===== config.mk =====
export PLATFORM = sky130hd
export DESIGN_NAME = ibrk_ctrl
export DESIGN_NICKNAME = d
export VERILOG_FILES = /design/src/rtl/ibrk_pkg.sv /design/src/rtl/ibrk_chan.sv /design/src/rtl/ibrk_after_seq.sv /design/src/rtl/ibrk_ctrl.sv
export SDC_FILE = /design/constraint.sdc
export NUM_CORES = 1
export LEC_CHECK = 0
export BUFFER_PORTS_ARGS = -buffer_cell sky130_fd_sc_hd__buf_2
export CORE_ASPECT_RATIO = 0.7
export CORE_MARGIN = 8
export CORE_UTILIZATION = 45
export CTS_CLUSTER_DIAMETER = 80
export DETAILED_ROUTE_END_ITERATION = 8
export PLACE_DENSITY = 0.69
export SLEW_MARGIN = 15
export SYNTH_ARGS = -nofsm -noshare
export SYNTH_HDL_FRONTEND = slang
export SYNTH_SLANG_ARGS = --single-unit

===== constraint.sdc =====
create_clock -name clk -period 2.6 [get_ports clk]
set_clock_uncertainty 0.05 [all_clocks]
set_input_delay 0.52 -clock clk [delete_from_list [all_inputs] [get_ports clk]]
set_output_delay 0.52 -clock clk [all_outputs]
set_load 0.005 [all_outputs]

===== src/rtl/ibrk_pkg.sv =====
package ibrk_pkg;

  typedef enum logic {
    BRK_BEFORE = 1'b0,
    BRK_AFTER  = 1'b1
  } brk_mode_e;

  localparam int unsigned INSN_BYTES = 2;

endpackage


===== src/rtl/ibrk_chan.sv =====
module ibrk_chan #(
  parameter int unsigned AW = 32
) (
  input  logic          clk,
  input  logic          rst,
  input  logic          wr,
  input  logic          wr_en,
  input  logic          wr_post,
  input  logic [AW-1:0] wr_addr,
  input  logic [AW-1:0] wr_mask,
  input  logic [AW-1:0] fetch_pc,
  input  logic [AW-1:0] ret_pc,
  output logic          hit_before,
  output logic          hit_after
);
  import ibrk_pkg::*;

  logic            en_q;
  brk_mode_e       mode_q;
  logic [AW-1:0]   addr_q;
  logic [AW-1:0]   mask_q;

  always_ff @(posedge clk) begin
    if (rst) begin
      en_q   <= 1'b0;
      mode_q <= BRK_BEFORE;
      addr_q <= '0;
      mask_q <= '0;
    end else if (wr) begin
      en_q   <= wr_en;
      mode_q <= brk_mode_e'(wr_post);
      addr_q <= wr_addr;
      mask_q <= wr_mask;
    end
  end

  logic eq_fetch, eq_ret;
  always_comb begin
    eq_fetch   = ((fetch_pc ^ addr_q) & ~mask_q) == '0;
    eq_ret     = ((ret_pc   ^ addr_q) & ~mask_q) == '0;
    hit_before = en_q && (mode_q == BRK_BEFORE) && eq_fetch;
    hit_after  = en_q && (mode_q == BRK_AFTER)  && eq_ret;
  end

endmodule


===== src/rtl/ibrk_after_seq.sv =====
module ibrk_after_seq #(
  parameter int unsigned AW = 32
) (
  input  logic          clk,
  input  logic          rst,
  input  logic          ret_valid,
  input  logic          ret_cancel,
  input  logic          ret_dbranch,
  input  logic          ret_taken,
  input  logic [AW-1:0] ret_pc,
  input  logic [AW-1:0] ret_target,
  input  logic          any_hit,
  input  logic          block,
  output logic          fire,
  output logic [AW-1:0] fire_pc
);
  import ibrk_pkg::*;

  localparam logic [AW-1:0] STEP1 = AW'(INSN_BYTES);
  localparam logic [AW-1:0] STEP2 = AW'(2 * INSN_BYTES);

  logic          pend_q;
  logic [AW-1:0] pend_pc_q;

  always_comb begin
    fire    = 1'b0;
    fire_pc = ret_pc + STEP1;
    if (ret_valid && !block) begin
      if (pend_q) begin
        fire    = !ret_cancel;
        fire_pc = pend_pc_q;
      end else if (any_hit && !ret_dbranch) begin
        fire    = 1'b1;
      end
    end
  end

  always_ff @(posedge clk) begin
    if (rst) begin
      pend_q    <= 1'b0;
      pend_pc_q <= '0;
    end else if (ret_valid) begin
      if (pend_q || block) begin
        pend_q <= 1'b0;
      end else if (any_hit && ret_dbranch) begin
        pend_q    <= 1'b1;
        pend_pc_q <= ret_taken ? ret_target : ret_pc + STEP2;
      end
    end
  end

endmodule


===== src/rtl/ibrk_ctrl.sv =====
module ibrk_ctrl #(
  parameter int unsigned NCH = 2,
  parameter int unsigned AW  = 32,
  localparam int unsigned CHW = (NCH > 1) ? $clog2(NCH) : 1
) (
  input  logic           clk,
  input  logic           rst,
  input  logic           cfg_we,
  input  logic [CHW-1:0] cfg_ch,
  input  logic           cfg_en,
  input  logic           cfg_post,
  input  logic [AW-1:0]  cfg_addr,
  input  logic [AW-1:0]  cfg_mask,
  input  logic           flag_we,
  input  logic [NCH-1:0] flag_wdata,
  input  logic           fetch_valid,
  input  logic [AW-1:0]  fetch_pc,
  input  logic           fetch_fault,
  input  logic           ret_valid,
  input  logic [AW-1:0]  ret_pc,
  input  logic           ret_cancel,
  input  logic           ret_dbranch,
  input  logic           ret_taken,
  input  logic [AW-1:0]  ret_target,
  input  logic           brk_ack,
  output logic [NCH-1:0] flags,
  output logic           brk_req,
  output logic [AW-1:0]  brk_pc
);

  logic [NCH-1:0] m_before, m_after;
  logic           hold_q;

  for (genvar i = 0; i < NCH; i++) begin : g_ch
    ibrk_chan #(.AW(AW)) u_chan (
      .clk        (clk),
      .rst        (rst),
      .wr         (cfg_we && (cfg_ch == CHW'(i))),
      .wr_en      (cfg_en),
      .wr_post    (cfg_post),
      .wr_addr    (cfg_addr),
      .wr_mask    (cfg_mask),
      .fetch_pc   (fetch_pc),
      .ret_pc     (ret_pc),
      .hit_before (m_before[i]),
      .hit_after  (m_after[i])
    );
  end

  logic [NCH-1:0] set_before, set_after, keep;
  logic           before_fire, after_fire;
  logic [AW-1:0]  after_pc;

  always_comb begin
    set_before  = m_before & {NCH{fetch_valid && !hold_q}};
    set_after   = m_after  & {NCH{ret_valid && !ret_cancel}};
    before_fire = (|set_before) && !fetch_fault;
    keep        = flag_we ? flag_wdata : '1;
  end

  ibrk_after_seq #(.AW(AW)) u_after (
    .clk         (clk),
    .rst         (rst),
    .ret_valid   (ret_valid),
    .ret_cancel  (ret_cancel),
    .ret_dbranch (ret_dbranch),
    .ret_taken   (ret_taken),
    .ret_pc      (ret_pc),
    .ret_target  (ret_target),
    .any_hit     (|set_after),
    .block       (hold_q),
    .fire        (after_fire),
    .fire_pc     (after_pc)
  );

  always_ff @(posedge clk) begin
    if (rst) begin
      flags   <= '0;
      brk_req <= 1'b0;
      brk_pc  <= '0;
      hold_q  <= 1'b0;
    end else begin
      flags   <= (flags & keep) | set_before | set_after;
      brk_req <= after_fire || before_fire;
      if (after_fire)       brk_pc <= after_pc;
      else if (before_fire) brk_pc <= fetch_pc;
      if (after_fire || before_fire) hold_q <= 1'b1;
      else if (brk_ack)              hold_q <= 1'b0;
    end
  end

endmodule


Word-level counts from Yosys, hierarchy flattened
Index checks and enable logic that the tools add are counted.
W data, S select, Z words.
Operators by class
  reduce and logical (&&, ||, !) cells: 33
  add/subtract/negate cells: 2
  bitwise gates (word level): 19
  mux-type cells: 13
Operator list (count)
  $mux W32: 5
  $and A32 B32 Y32: 4
  $logic_not A32 Y1: 4
  $xor A32 B32 Y32: 4
  $not A32 Y32: 2
  $add A32 B2 Y32 const B: 1
  $add A32 B3 Y32 const B: 1
  $logic_and A1 B1 Y1: 16
  $mux W1: 7
  $and A2 B2 Y2: 3
  $reduce_bool A2 Y1: 3
  $logic_not A1 Y1: 4
  $not A1 Y1: 4
  $or A2 B2 Y2: 2
  $reduce_or A2 Y1: 2
  $reduce_and A3 Y1: 1
  $logic_or A1 B1 Y1: 2
  $mux W2: 1
  $reduce_and A2 Y1: 1
Word-level totals
  output and inout bits: 35
  logic and storage cells: 81
  input port bits: 176
  register bits: 201

Longest topological paths before layout
  word-level depth: 12
  mapped depth: 11
  gate-level depth less buffers: 9

By module
From an unflattened synthesis, not the netlist that was laid out.
Second synthesis, totals
  cell total of the unflattened synthesis: 1234
  area total of the unflattened synthesis: 11268.3 µm²
Modules (own cells, without submodules)
  ibrk_chan: area an instance 3214.3 µm², times used 2, cells each 330
  ibrk_after_seq: area an instance 2906.5 µm², times used 1, cells each 403
  ibrk_ctrl: area an instance 1933.1 µm², times used 1, cells each 171

Worst setup path after synthesis
OpenSTA, ideal clock, no wires.
  kind: input -> register
  from: in ret_pc[3]
  to: reg u_after.pend_pc_q[10]
  setup time: 0.128 ns
  slack: -0.008 ns
  arrival time: 2.430 ns
  stages: 9
  cell sequence: clkbuf_1 > xnor2_1 > nor2_1 > or4_1 > nor4_1 > o21ai_1 > buf_2 > mux2i_1 > nor2_1
Between the ends
  word-level cells in the longest chain between the ends: 8
  elaborated cells between the ends (all ways): 14
  those cells by class: add/sub: 1; mux: 1; bitwise: 5; reduce/logical: 7
Ends and longest elaborated chain
  from (decl): RTL line ibrk_ctrl.sv:20  | input logic [AW-1:0] ret_pc,
  parallel branches: the longest is 8 deep, another holds $add A32 B3 Y32
  to (signal assigned): RTL line ibrk_after_seq.sv:47  | pend_pc_q <= ret_taken ? ret_target : ret_pc + STEP2;
  to (decl): RTL line ibrk_after_seq.sv:23  | logic [AW-1:0] pend_pc_q;
Parallel ways; which one is timed is not known.
A chain may end at the register's enable or synchronous reset.

Final worst setup path
  from: reg g_ch[1].u_chan.addr_q[18]
  to: reg brk_pc[20]
Between the ends
  word-level cells in the longest chain between the ends: 11
  elaborated cells between the ends (all ways): 19
  those cells by class: mux: 4; bitwise: 6; reduce/logical: 9
Ends and longest elaborated chain
  from (decl): RTL line ibrk_chan.sv:20  | logic [AW-1:0] addr_q;
  from (signal assigned): RTL line ibrk_chan.sv:32  | addr_q <= wr_addr;
  $xor A32 B32 Y32: RTL line ibrk_chan.sv:40  | eq_ret = ((ret_pc ^ addr_q) & ~mask_q) == '0;
  $and A32 B32 Y32: RTL line ibrk_chan.sv:40
  $logic_not A32 Y1: RTL line ibrk_chan.sv:40
  $logic_and A1 B1 Y1: RTL line ibrk_chan.sv:42  | hit_after = en_q && (mode_q == BRK_AFTER) && eq_ret;
  $and A2 B2 Y2: RTL line ibrk_ctrl.sv:56  | set_after = m_after & {NCH{ret_valid && !ret_cancel}};
  $reduce_or A2 Y1: RTL line ibrk_ctrl.sv:70  | .any_hit (|set_after),
  $logic_and A1 B1 Y1: RTL line ibrk_after_seq.sv:32  | end else if (any_hit && !ret_dbranch) begin
  $mux W1: RTL line ibrk_after_seq.sv:32
  $mux W1: RTL line ibrk_after_seq.sv:29  | if (pend_q) begin
  $mux W1: RTL line ibrk_after_seq.sv:28  | if (ret_valid && !block) begin
  $mux W32 / $reduce_bool A2 Y1 (equally long branches)
  to (signal assigned): RTL line ibrk_ctrl.sv:85  | if (after_fire) brk_pc <= after_pc;
  to (signal assigned): RTL line ibrk_ctrl.sv:86  | else if (before_fire) brk_pc <= fetch_pc;
  to (decl): RTL line ibrk_ctrl.sv:28  | output logic [AW-1:0] brk_pc
Parallel ways exist; a longest one is shown, timed or not.

==> results.cfg <==
[outcome]
outcome = complete, but fails checks
violations = negative setup slack

[layout]
fin_cells = 2207
fill_cells = 2237
final_cell_mix = 351 x nand2_1, 209 x buf_2, 201 x buf_4
multi_input_area_um2 = 7160
antenna_cells = 0
final_common_cell = nand2_1
nets = 2044
syn_to_final_growth_pct = 35.4
seqCellArea_um2 = 4030
drive_gt1_share_pct = 29.4

[power]
power_leakage_nw = 6.27
power_density_nw_per_um2 = 537
vdd_drop_max_uv = 538

[drt]
drt_iter0_markers = 1365
final_antenna_net_count = 0
avgViaCountPerCell = 5.73
drc = 0
maxUsedRoutingLayer = met5
drt-pass1-iter-count = 5
wl_per_cell_um = 23.1
vias = 12600
wl_met2_um = 21200
dr_wl_met3_um = 5950
drt_wl_total_um = 51000
wl_met1_um = 22300

[timing]
worst_pin_slew_ps = 633
rsz0062_at_grt = true
max_freq_mhz = 384
relSlewSlack_pct = 57.8
fin_tns_setup_ps = -6.47
setup_viol = 1
min_period_over_period_pct = 100
worst_slack_ps = -6.47
hold_viol = 0
holdWs_ps = 194
drv_slew = 0
post-route-min-period_ps = 2610

[global_route]
grt_max_degree = 72
track_usage_pct = 31.6
grt_pass1_wl_um = 73300
grt_antenna_before_repair = 1
grt_pass1_vias = 12100
globalRouteOverflowTotal = 0

[logic_synthesis]
synth-edff-count = 0
ys_top_cells_by_area = dfxtp_1 36%, xnor2_1 13%, nand2_1 12%
syn-instance-count = 1529
yosysWarnings = 0
postSynth.asyncResetShare_pct = 0
yosys.cell_types.count = 48
yosysTopAreaCell = dfxtp_1
syn_avg_cell_area_um2 = 7.37
yosysSeqAreaShare_pct = 35.7
synth_area_um2 = 11300
synth.top_cell.area_share_pct = 35.7
syn-num-nets = 1707
ys.flop_type = dfxtp_1
ys_ff_latch = 201

[place]
place_hpwl_um = 40100
placed_cells = 2164
numPortBuffers = 210
place_congestion = 1.02

[critical_path]
cp_top_family = simple AND/OR/NAND/NOR gates
worst_setup_path_start_kind = register
critPathCaptureType = register
timing.rr.start = g_ch[1].u_chan.addr_q[18]$_SDFFE_PP0P_
cp_cell_sequence = xnor2_2, buf_4, o22ai_1, or4_1, or4_4, o32ai_4, buf_12, mux2_4, a22o_1
crit_path_start = g_ch[1].u_chan.addr_q[18]$_SDFFE_PP0P_
path_max_fanout = 7
cp_num_buf_inv = 2
crit_required_ps = 2960
critPathArrivalTime_ps = 2970
timing.critical_path.slowest_stage_cell = or4_1
path_class = reg2reg
slowest_delay_ps = 530

[cts]
numCtsBuffers = 22
htree_num_levels = 1
root_buffer = clkbuf_16
cts_hold_buf = 0
clock_latency_ps = 520
clk_pin_slew_ps = 70
cts.sinks = 201
tritoncts = done
clockBufferDepth = 3

[die]
fp.dieH_um = 148
dieArea_um2 = 30400
start_util_pct = 45.8
coreArea_um2 = 24600
die_w_um = 205
rows = 48
ios = 211

[min_path]
hold_class = in2reg
worstHoldStart = cfg_addr[17]

[run]
drv_cap = 0
-- kinds of logic after synthesis --
logic type,Yosys count,share of synthesized area [%]
and+or+nand+nor,690,26.2
AOI/OAI and AO/OA,293,15.2
DFF,201,35.7
xor gates and xnor gates,185,14.4
buffers and inverters,115,4.38
muxes,43,3.89
adders and majority gates,2,0.222
-- cell usage after synthesis (7+ instances only) --
cell type  number
o22ai_1        49
xnor2_1       161
o21ai_1         9
nand3_1        13
a21oi_1       164
xor2_1         24
clkbuf_1       77
and4_1          7
dfxtp_1       201
mux2i_1        37
buf_2          29
o21ai_0        29
nor4_1         33
nand4_1        15
nor2_1        191
nand2_1       367
a311oi_1       26
or3_1           7
or4_1           8
nor3_1         26
-- power by group --
part	switching [W]	internal, W
logic	0.000926	0.000686
clock network	0.00141	0.00188
registers	0.000120	0.00317
-- flip-flops by register name (all words and copies together), names as in the netlist --
name                count
u_after.pend_pc_q      32
g_ch.u_chan.en_q        2
flags                   2
g_ch.u_chan.mode_q      2
brk_pc                 32
hold_q                  1
u_after.pend_q          1
g_ch.u_chan.addr_q     64
g_ch.u_chan.mask_q     64
brk_req                 1
-- metrics by stage --
step | total power, W | cell area [µm²] | setup WS [ps] | utilization, %
2_1_floorplan | 0.00402 | 11300 | 8.91 | -
3_3_place_gp | 0.00487 | 14100 | -328 | 57.2
3_5_place_dp | 0.00487 | 14100 | -329 | 57.2
4_1_cts | 0.00811 | 14900 | -6.22 | 60.4
5_1_grt | 0.00842 | 15300 | -100 | 62.0
6_report | 0.00820 | 15300 | -6.47 | 62.0
-- path summary, 6_finish.rpt --
check / to / slack, ps / depth (start not counted)
min reg2reg: g_ch[0].u_chan.en_q$_SDFFE_PP0P_ / 420 / 2
min: g_ch[0].u_chan.addr_q[17]$_SDFFE_PP0P_ / 190 / 3
max: brk_pc[20]$_SDFFE_PP0P_ / -6 / 9
max reg2reg: brk_pc[20]$_SDFFE_PP0P_ / -6 / 9
-- layout make-up --
| class | count | share of cell area [%] |
|---|---|---|
| clock buffer | 25 | 3.95 |
| tap | 325 | 2.67 |
| multi-input combinational | 1213 | 46.9 |
| timing repair buffer | 428 | 19.1 |
| clock inverter | 15 | 0.935 |
| sequential | 201 | 26.4 |
-- per-layer routing --
metal  GRT usage, %  vias up
li1               -     5855
met2           46.6      680
met3           8.98       94
met4           8.77        2
met5              0        -
met1           44.4     6006
-- worst min-delay path, delay by kind of cell --
family          cells  cell delay, ps
compound gates      1              50
simple gates        1              50
buf+inv             1             100
-- timing repair --
action                                  in CTS  in global routing
cloned                                       0                  1
buffers inserted                             2                  0
endpoints found under the setup margin      21                 66
pin swaps                                    1                 45
gates resized for setup                      6                 71
(Power assumes the default switching activity.)
